## config.mk

```make
export PLATFORM = sky130hd
export DESIGN_NAME = xrst_pulse_gen
export DESIGN_NICKNAME = d
export VERILOG_FILES = /design/src/rtl/xrst_pulse_pkg.sv /design/src/rtl/xrst_cfg_reg.sv /design/src/rtl/xrst_pulse_fsm.sv /design/src/rtl/xrst_pad_drive.sv /design/src/rtl/xrst_pulse_gen.sv
export SDC_FILE = /design/constraint.sdc
export NUM_CORES = 1
export LEC_CHECK = 0
export CORE_MARGIN = 2
export CORE_UTILIZATION = 58
export CTS_CLUSTER_SIZE = 12
export DETAILED_ROUTE_END_ITERATION = 8
export DONT_BUFFER_PORTS = 1
export HOLD_SLACK_MARGIN = 0.03
export PLACE_DENSITY = 0.7
export SETUP_SLACK_MARGIN = 0.3
export SYNTH_ARGS = -nofsm -noshare
export SYNTH_HDL_FRONTEND = slang
export SYNTH_HIERARCHICAL = 1
export SYNTH_SLANG_ARGS = --single-unit
```

## constraint.sdc

```tcl
create_clock -name clk -period 4.4 [get_ports clk]
set_clock_uncertainty 0.1 [all_clocks]
set_input_delay 0.88 -clock clk [delete_from_list [all_inputs] [get_ports clk]]
set_output_delay 0.88 -clock clk [all_outputs]
set_load 0.02 [all_outputs]
```

## src/rtl/xrst_pulse_pkg.sv

```systemverilog
package xrst_pulse_pkg;

    // Timer states
    typedef enum logic [0:0] {
        PS_IDLE  = 1'b0,
        PS_DRIVE = 1'b1
    } pulse_state_e;

    // Top-byte key values
    localparam logic [7:0] KEY_POL_HIGH = 8'hA5;
    localparam logic [7:0] KEY_POL_LOW  = 8'h5A;
    localparam logic [7:0] KEY_DRV_PP   = 8'hA8;
    localparam logic [7:0] KEY_DRV_OD   = 8'h8A;

    // Fixed read-back positions of the keyed settings
    localparam int POL_BIT = 31;
    localparam int DRV_BIT = 30;

    typedef struct packed {
        logic set;
        logic val;
    } key_hit_t;

    function automatic key_hit_t decode_pol(input logic [7:0] top);
        key_hit_t h;
        h.set = (top == KEY_POL_HIGH) || (top == KEY_POL_LOW);
        h.val = (top == KEY_POL_HIGH);
        return h;
    endfunction

    function automatic key_hit_t decode_drv(input logic [7:0] top);
        key_hit_t h;
        h.set = (top == KEY_DRV_PP) || (top == KEY_DRV_OD);
        h.val = (top == KEY_DRV_PP);
        return h;
    endfunction

endpackage

```

## src/rtl/xrst_cfg_reg.sv

```systemverilog
module xrst_cfg_reg
    import xrst_pulse_pkg::*;
#(
    parameter int                 WIDTH_W       = 20,
    parameter logic [WIDTH_W-1:0] DEFAULT_WIDTH = WIDTH_W'(8'hFF)
) (
    input  logic               clk,
    input  logic               rst_n,
    input  logic               wr_en,
    input  logic [7:0]         wr_top,
    input  logic [WIDTH_W-1:0] wr_width,
    output logic [WIDTH_W-1:0] width,
    output logic               pol_high,
    output logic               push_pull,
    output logic [31:0]        rd_data
);
    localparam int PAD_W = 30 - WIDTH_W;

    key_hit_t pol_hit;
    key_hit_t drv_hit;

    always_comb begin
        pol_hit = decode_pol(wr_top);
        drv_hit = decode_drv(wr_top);
    end

    always_ff @(posedge clk or negedge rst_n) begin
        if (!rst_n) begin
            width     <= DEFAULT_WIDTH;
            pol_high  <= 1'b0;
            push_pull <= 1'b0;
        end else if (wr_en) begin
            width <= wr_width;
            if (pol_hit.set) pol_high  <= pol_hit.val;
            if (drv_hit.set) push_pull <= drv_hit.val;
        end
    end

    generate
        if (PAD_W > 0) begin : g_pad
            assign rd_data = {pol_high, push_pull, {PAD_W{1'b0}}, width};
        end else begin : g_nopad
            assign rd_data = {pol_high, push_pull, width};
        end
    endgenerate

endmodule

```

## src/rtl/xrst_pulse_fsm.sv

```systemverilog
module xrst_pulse_fsm
    import xrst_pulse_pkg::*;
#(
    parameter int WIDTH_W = 20
) (
    input  logic               clk,
    input  logic               rst_n,
    input  logic               trig,
    input  logic               tick,
    input  logic [WIDTH_W-1:0] width,
    output logic               active
);
    pulse_state_e       state;
    pulse_state_e       state_nx;
    logic [WIDTH_W-1:0] cnt;
    logic [WIDTH_W-1:0] lim;
    logic               last_tick;

    assign last_tick = tick && (cnt == lim);

    // State register
    always_ff @(posedge clk or negedge rst_n) begin
        if (!rst_n) state <= PS_IDLE;
        else        state <= state_nx;
    end

    // Next state: START, HOLD, FINISH
    always_comb begin
        state_nx = state;
        unique case (state)
            PS_IDLE:  if (trig)      state_nx = PS_DRIVE;
            PS_DRIVE: if (last_tick) state_nx = PS_IDLE;
        endcase
    end

    // Tick counter and captured width
    always_ff @(posedge clk or negedge rst_n) begin
        if (!rst_n) begin
            cnt <= '0;
            lim <= '0;
        end else if (state == PS_IDLE) begin
            if (trig) begin
                cnt <= '0;
                lim <= width;
            end
        end else if (tick && !last_tick) begin
            cnt <= cnt + 1'b1;
        end
    end

    // Outputs
    always_comb begin
        active = 1'b0;
        unique case (state)
            PS_IDLE:  active = 1'b0;
            PS_DRIVE: active = 1'b1;
        endcase
    end

endmodule

```

## src/rtl/xrst_pad_drive.sv

```systemverilog
module xrst_pad_drive (
    input  logic active,
    input  logic pol_high,
    input  logic push_pull,
    output logic pin_out,
    output logic pin_oe
);
    always_comb begin
        if (push_pull) begin
            pin_oe  = 1'b1;
            pin_out = active ? pol_high : !pol_high;
        end else begin
            pin_oe  = active;
            pin_out = 1'b0;
        end
    end
endmodule

```

## src/rtl/xrst_pulse_gen.sv

```systemverilog
module xrst_pulse_gen
    import xrst_pulse_pkg::*;
#(
    parameter int WIDTH_W = 20
) (
    input  logic        clk,
    input  logic        rst_n,
    input  logic        wr_en,
    input  logic [31:0] wr_data,
    output logic [31:0] rd_data,
    input  logic        tick_1us,
    input  logic        expire,
    output logic        pin_out,
    output logic        pin_oe
);
    logic [WIDTH_W-1:0] width;
    logic               pol_high;
    logic               push_pull;
    logic               pulse_on;

    xrst_cfg_reg #(.WIDTH_W(WIDTH_W)) u_cfg (
        .clk      (clk),
        .rst_n    (rst_n),
        .wr_en    (wr_en),
        .wr_top   (wr_data[31:24]),
        .wr_width (wr_data[WIDTH_W-1:0]),
        .width    (width),
        .pol_high (pol_high),
        .push_pull(push_pull),
        .rd_data  (rd_data)
    );

    xrst_pulse_fsm #(.WIDTH_W(WIDTH_W)) u_fsm (
        .clk   (clk),
        .rst_n (rst_n),
        .trig  (expire),
        .tick  (tick_1us),
        .width (width),
        .active(pulse_on)
    );

    xrst_pad_drive u_drv (
        .active   (pulse_on),
        .pol_high (pol_high),
        .push_pull(push_pull),
        .pin_out  (pin_out),
        .pin_oe   (pin_oe)
    );

endmodule

```

==> results of run 1 <==
layout by cell type (no fill, tap or decap), types with 5 or more instances in the layout:
master / n
nor2_1: 13
a221o_1: 8
xnor2_1: 21
nand4_1: 8
and3_1: 8
nand2_1: 79
conb_1: 10
nand3_1: 5
mux2i_1: 6
clkbuf_8: 10
dfrtp_1: 55
mux2_2: 22
dfstp_2: 8
worst reg2reg max path: stages, from the launching register on:
cell	delay [ps]
dfrtp_1	470
xnor2_1	210
nand4_1	120
nor3_2	260
a21oi_2	80
buf_4	230
nor2_1	580
mux2_2	280
worst max path at each step:
| stage | end | slack [ps] | depth (start not counted) |
|---|---|---|---|
| 2_1_floorplan | u_fsm/cnt[18]$_DFFE_PN0P_ | 2450 | 7 |
| 3_3_place_gp | u_fsm/cnt[0]$_DFFE_PN0P_ | 1970 | 7 |
| 3_5_place_dp | u_fsm/cnt[0]$_DFFE_PN0P_ | 1990 | 7 |
| 4_1_cts | u_fsm/cnt[0]$_DFFE_PN0P_ | 1970 | 7 |
| 5_1_grt | u_fsm/cnt[8]$_DFFE_PN0P_ | 1810 | 7 |
| 6_report | u_fsm/cnt[0]$_DFFE_PN0P_ | 2020 | 7 |
where the power goes:
part | switching [W] | internal, W | total [W]
Clock | 0.000237 | 0.000337 | 0.000574
Sequential | 0.000144 | 0.000712 | 0.000857
Combinational | 0.000142 | 0.000161 | 0.000303
Total | 0.000523 | 0.00121 | 0.00173
per-stage QoR:
step | hold slack, ps | setup slack, ps | cells | area (µm²) | power, W
detailed placement | 387 | 1990 | 362 | 3140 | 0.00117
global placement | 384 | 1970 | 362 | 3140 | 0.00116
floorplan | 367 | 2450 | 332 | 3340 | 0.00114
global route | 109 | 1810 | 378 | 3370 | 0.00183
finish | 129 | 2020 | 378 | 3370 | 0.00173
CTS | 103 | 1970 | 378 | 3370 | 0.00176
logic make-up (layout without fill, tap and decap cells):
| group | count (synthesis) | after routing |
|---|---|---|
| xor gates and xnor gates | 22 | 22 |
| muxes | 28 | 28 |
| buffers and inverters | 46 | 20 |
| adders and majority gates | 1 | 1 |
| DFF | 63 | 63 |
| and+or+nand+nor | 140 | 140 |
| other | 1 | 10 |
| AOI/OAI and AO/OA | 22 | 22 |
cell usage after synthesis (all sizes together), types with 2 or more instances:
| cell | number |
|---|---|
| a211o | 2 |
| a21oi | 3 |
| a221o | 8 |
| a22o | 2 |
| and2 | 3 |
| and3 | 13 |
| buf | 39 |
| clkbuf | 5 |
| dfrtp | 55 |
| dfstp | 8 |
| inv | 2 |
| mux2 | 22 |
| mux2i | 6 |
| nand2 | 79 |
| nand2b | 2 |
| nand3 | 7 |
| nand4 | 8 |
| nor2 | 14 |
| nor2b | 2 |
| nor3 | 2 |
| nor3b | 2 |
| o21ai | 2 |
| o41ai | 2 |
| or3 | 2 |
| xnor2 | 21 |
flip-flops by register name (all words and copies together), names as in the netlist:
name,count
u_cfg/push_pull,1
u_fsm/cnt,20
u_fsm/state,1
u_fsm/lim,20
u_cfg/pol_high,1
u_cfg/width,20
per-layer routing:
metal | global-route usage | part of all wire
met1 | 0.261 | 0.48
met2 | 0.286 | 0.45
met3 | 0.0475 | 0.054
met4 | 0.0983 | 0.023
met5 | 0 | 0
layout make-up:
cell class | instances | area, µm²
Inverter | 2 | 7.51
Tap cell | 72 | 90.1
Fill cell | 459 | 2130
Clock inverter | 6 | 92.6
Multi-Input combinational cell | 223 | 1440
Timing Repair Buffer | 2 | 15.0
Clock buffer | 10 | 138
Sequential cell | 63 | 1590
==> run summary, run 1 <==
Clock slew at reported path FFs = 80 ps
#FFs+latches synth = 63
Slew Limit Fails = 0
H-tree depth = 3
Routed length per instance = 14.2 µm
Static Leak = 1.58 nW
Multiplexer area fraction after synthesis = 0.0932
TritonCTS clock tree = yes
Maximum VDD drop = 0.348 mV
DP HPWL = 3680 µm
ANT cells = 0
Yosys top cell by area = dfrtp_1
Max-Cap Viols = 0
Initial Utilization = 0.600
Hold-fix buffers, CTS = 0
Grt ovf = 0
Crit start category = flip-flop
Final Critical Period = 2380 ps
Vias = 2,060
Syn Std Cell Area = 0.00330 mm²
DRT iter0 DRCs = 86
First-pass GRT wire length = 9120 µm
Top_reg_cell synth = dfrtp_1
RR Endpoint = u_fsm/cnt[0]$_DFFE_PN0P_
Area grow syn2layout = 2.08%
Post-synthesis simple-gate area fraction = 0.214
R2R depth = 7
WP buf/inv = 1
DRT Pass-1 Iters = 4
Post-synthesis cell type count = 47
Core Util, Final = 0.612
Post-Synth Adder-Cell Area = 0.00379
CP Class = reg2reg
CP max FO = 35
Post-synth top area share = 0.417
Crit path cell chain = xnor2_1 > nand4_1 > nor3_2 > a21oi_2 > buf_4 > nor2_1 > mux2_2
YS warnings = 6
Final hold vios = 0
Power Density = 514 mW/mm²
Worst min-delay path class = in2async
Synth Area per Inst = 10.2 µm²
Die X = 79.5 µm
Core area = 0.00551 mm²
Post-CTS setup buffers = 0
Routability Congestion = 0.761
Crit. End Element = flip-flop
CTS sink cnt = 63
Top-Level Pins = 71
Antenna viol nets, final = 0
Full die area = 0.00631 mm²
Fin Setup TNS = 0 ps
Synth Area in Compound Gates = 0.0561
Total Routing Usage GR = 0.192
Cell family with most CP delay = simple AND/OR/NAND/NOR gates
Critical Path Max Stage Delay = 560 ps
Max clock buf depth = 2
Final setup fails = 0
Vias in the first global route = 1,971
Maximum number of pins on one net before global-route repair = 64
Cells after synthesis = 323
Worst EP required = 4580 ps
Fin nets = 339
Maximum clock frequency = 419 MHz
Via density = 5.45
Cell Rows = 27
Clk_lat worst skew = 340 ps
Synth top area cells = dfrtp_1, nand2_1, mux2_2, buf_4, dfstp_2
Antenna violations before repair = 0
Slew @ Worst Pin = 962 ps
Layout cell share with drive strength beyond 1 = 0.209
Drt drc = 0
CTS buffer count = 9
Worst path slowest cell = nor2_1
Crit path from = u_fsm/cnt[5]$_DFFE_PN0P_
CTS resizes = 0
Number of synthesized flops with an enable pin = 0
Die height = 79.5 µm
R2r startpoint = u_fsm/cnt[5]$_DFFE_PN0P_
Fin crit share = 0.542
WL final = 5380 µm
Post-Synth XOR/XNOR Area = 0.0583
Worst path arrival time = 2560 ps
Ys async rst share = 1.00
Largest family of logic cells by synthesized area = simple AND/OR/NAND/NOR gates
CTS Root Cell = clkbuf_8
Slew margin rel. = 0.359
Outcome = completed
Number of port buffers = 0
Unrepaired setup endpoints after global routing = no
Sequential area share after synthesis = 0.480
Reg2reg setup slack = 2020 ps
Note: power is estimated with default switching activity, not from simulation.
==> run 2: changes to the inputs <==
- ABC_AREA: unset -> 1
- clock period: 4.4 -> 2.2 ns (I/O delays scaled with it)
==> run 2 against run 1 <==
The run now ends with negative hold slack left; non-clock buffer count up 5; power up 74%; sequential power up 69%; flip-flop and latch count unchanged; setup slack worse by 1600 ps; global-route usage up 4.4 points; fmax up 30%; count of clock-buffer cells in the layout up 1; clock power up 110%; sequential share of layout area down 4.3 points.
==> run summary, run 2 <==
Antenna viol nets, final = 0
RR Endpoint = u_fsm/cnt[14]$_DFFE_PN0P_
Number of port buffers = 0
Maximum VDD drop = 0.623 mV
H-tree depth = 3
Area grow syn2layout = 3.23%
Die height = 82.8 µm
Hold slack = -304 ps
CTS Root Cell = clkbuf_8
Filler cells = 539
Most frequent cells in the layout = nand2_1, nor2_1, dfrtp_1
Crit path depth = 9
Unrepaired setup endpoints after global routing = yes
Top-Level Pins = 71
Cell Rows = 28
Fin Setup TNS = 0 ps
Vias in the first global route = 2,710
Final instance count without filler cells = 550
Fin crit share = 0.833
Syn Std Cell Area = 0.00360 mm²
CTS sink cnt = 63
R2R depth = 9
Worst path arrival time = 1960 ps
DP Cell Count = 534
Core Util, Final = 0.624
P_sw = 0.000824 W
Cell family with most CP delay = simple AND/OR/NAND/NOR gates
Sequential cell area = 0.00159 mm²
CP max FO = 7
Post-synth top area share = 0.382
Routability Congestion = 0.852
Crit path cell chain = ha_1 > nand2_1 > nor2_2 > nand2_1 > nor2_2 > nand3_1 > xnor2_1 > nand3_1 > nand2_1
Pwr Total = 0.00302 W
Maximum number of pins on one net before global-route repair = 64
Cell mode on critical path = nand2_1
Crit start category = flip-flop
Clk_lat worst skew = 340 ps
Comb pwr share = 0.112
Layout cell share with drive strength beyond 1 = 0.0989
First-pass GRT wire length = 12,000 µm
TritonCTS clock tree = yes
Static Leak = 1.90 nW
#FFs+latches synth = 63
YS warnings = 6
P_int = 0.00219 W
Final Critical Period = 1830 ps
Via density = 5.28
Synth Area per Inst = 7.35 µm²
Crit. End Element = flip-flop
Total Routing Usage GR = 0.235
Top_reg_cell synth = dfrtp_1
Slew @ Worst Pin = 649 ps
DRT Pass-1 Iters = 4
Number of synthesized flops with an enable pin = 0
Critical Path Max Stage Delay = 420 ps
Max-Cap Viols = 0
Die X = 82.8 µm
Sequential area share after synthesis = 0.441
ANT cells = 0
Power Density = 812 mW/mm²
Full die area = 0.00686 mm²
DP HPWL = 5090 µm
Final setup fails = 0
Routed length per instance = 13.2 µm
Reg2reg setup slack = 370 ps
WP buf/inv = 0
Synth top area cells = dfrtp_1, nand2_1, buf_4, nor2_1, dfstp_2
Worst path slowest cell = dfrtp_2
Antenna violations before repair = 0
WL final = 7280 µm
Final hold vios = 63
CP Class = reg2reg
Commonest cells in the synthesized netlist = nand2_1, nor2_1, dfrtp_1, nand3_1, inv_1
Worst min-delay path class = in2async
Drt drc = 0
Vias = 2,902
Regs by FF count = u_cfg/width (20), u_fsm/cnt (20), u_fsm/lim (20)
Maximum clock frequency = 546 MHz
Fin nets = 508
Reg power frac = 0.481
Cells after synthesis = 490
Slew Limit Fails = 0
Cell with the most instances after synthesis = nand2_1
Worst EP required = 2330 ps
Max clock buf depth = 2
Clock network power share = 0.408
Switching share of power = 0.273
Post-synthesis cell type count = 26
Yosys top cell by area = dfrtp_1
Most common cell after layout, fill and taps aside = nand2_1
Outcome = finished, violations left
Core area = 0.00596 mm²
CTS buffer count = 9
Multi-input logic area = 0.00159 mm²
Post-CTS setup buffers = 0
Failing checks = negative hold slack
Ys async rst share = 1.00
Slew margin rel. = 0.566
Clock slew at reported path FFs = 70 ps
DRT iter0 DRCs = 209
Grt ovf = 0
R2r startpoint = u_fsm/cnt[0]$_DFFE_PN0P_
Initial Utilization = 0.605
[run 2: changes by cell type in the layout (fill, tap and decap cells not counted), sizes merged, moves of 16 or more]
cell / delta
inv: +37
nand2: +102
nand3: +34
nor2: +46
mux2: -16
[run 2: timing repair]
| item | in CTS | in global routing |
|---|---|---|
| hold endpoints to repair | 63 | 63 |
| gates resized for setup | 0 | 4 |
| setup endpoints to repair | 0 | 21 |
[run 2: metal layers]
layer  vias to the layer above  wire length (µm)  GRT usage
met5                         -                 0          0
met4                         0                89     0.0656
met3                         8               522     0.0714
met2                       106              3390      0.385
met1                      1346              3280      0.304
li1                       1442                 -          -
[run 2: logic make-up (layout without fill, tap and decap cells)]
family / after synthesis / after routing / synth area share
simple gates: 300 / 300 / 0.345
buf+inv: 87 / 63 / 0.131
flops: 63 / 63 / 0.441
compound gates: 17 / 17 / 0.0236
xor+xnor: 15 / 15 / 0.0365
mux: 6 / 6 / 0.0188
fa+ha+maj: 1 / 1 / 0.00347
other cells: 1 / 10 / 0.00104
[run 2: worst max path at each step]
| stage | start | end | slack [ps] |
|---|---|---|---|
| 2_1_floorplan | u_fsm/cnt[0]$_DFFE_PN0P_ | u_fsm/cnt[14]$_DFFE_PN0P_ | 570 |
| 3_3_place_gp | u_fsm/cnt[0]$_DFFE_PN0P_ | u_fsm/cnt[14]$_DFFE_PN0P_ | 350 |
| 3_5_place_dp | u_fsm/cnt[0]$_DFFE_PN0P_ | u_fsm/cnt[14]$_DFFE_PN0P_ | 320 |
| 4_1_cts | u_fsm/cnt[0]$_DFFE_PN0P_ | u_fsm/cnt[14]$_DFFE_PN0P_ | 310 |
| 5_1_grt | u_fsm/cnt[1]$_DFFE_PN0P_ | u_fsm/cnt[14]$_DFFE_PN0P_ | 190 |
| 6_report | u_fsm/cnt[0]$_DFFE_PN0P_ | u_fsm/cnt[14]$_DFFE_PN0P_ | 370 |
[run 2: metrics by stage]
| stage | hold WS, ps | setup WS [ps] | cell area, µm² |
|---|---|---|---|
| 2_1_floorplan | 44.4 | 571 | 3630 |
| 4_1_cts | -325 | 307 | 3710 |
| 3_3_place_gp | 46.4 | 345 | 3460 |
| 6_report | -304 | 367 | 3720 |
| 3_5_place_dp | 47.0 | 319 | 3460 |
| 5_1_grt | -332 | 189 | 3720 |
[run 2: area by class of cell]
| type | instances | area share |
|---|---|---|
| flip-flops and latches | 63 | 0.427 |
| multi-input cells | 349 | 0.426 |
| inverters | 40 | 0.0404 |
| clock buffers | 11 | 0.0380 |
| clock inverters | 5 | 0.0283 |
| well taps | 75 | 0.0252 |
| repair buffers | 7 | 0.0141 |
[run 2: power groups by stage]
stage	logic (W)	registers, W	clock network [W]
6_report	0.000337	0.00145	0.00123
5_1_grt	0.000394	0.00147	0.00131
4_1_cts	0.000336	0.00145	0.00125
3_5_place_dp	0.000334	0.00147	0
3_3_place_gp	0.000324	0.00147	0
2_1_floorplan	0.000356	0.00143	0
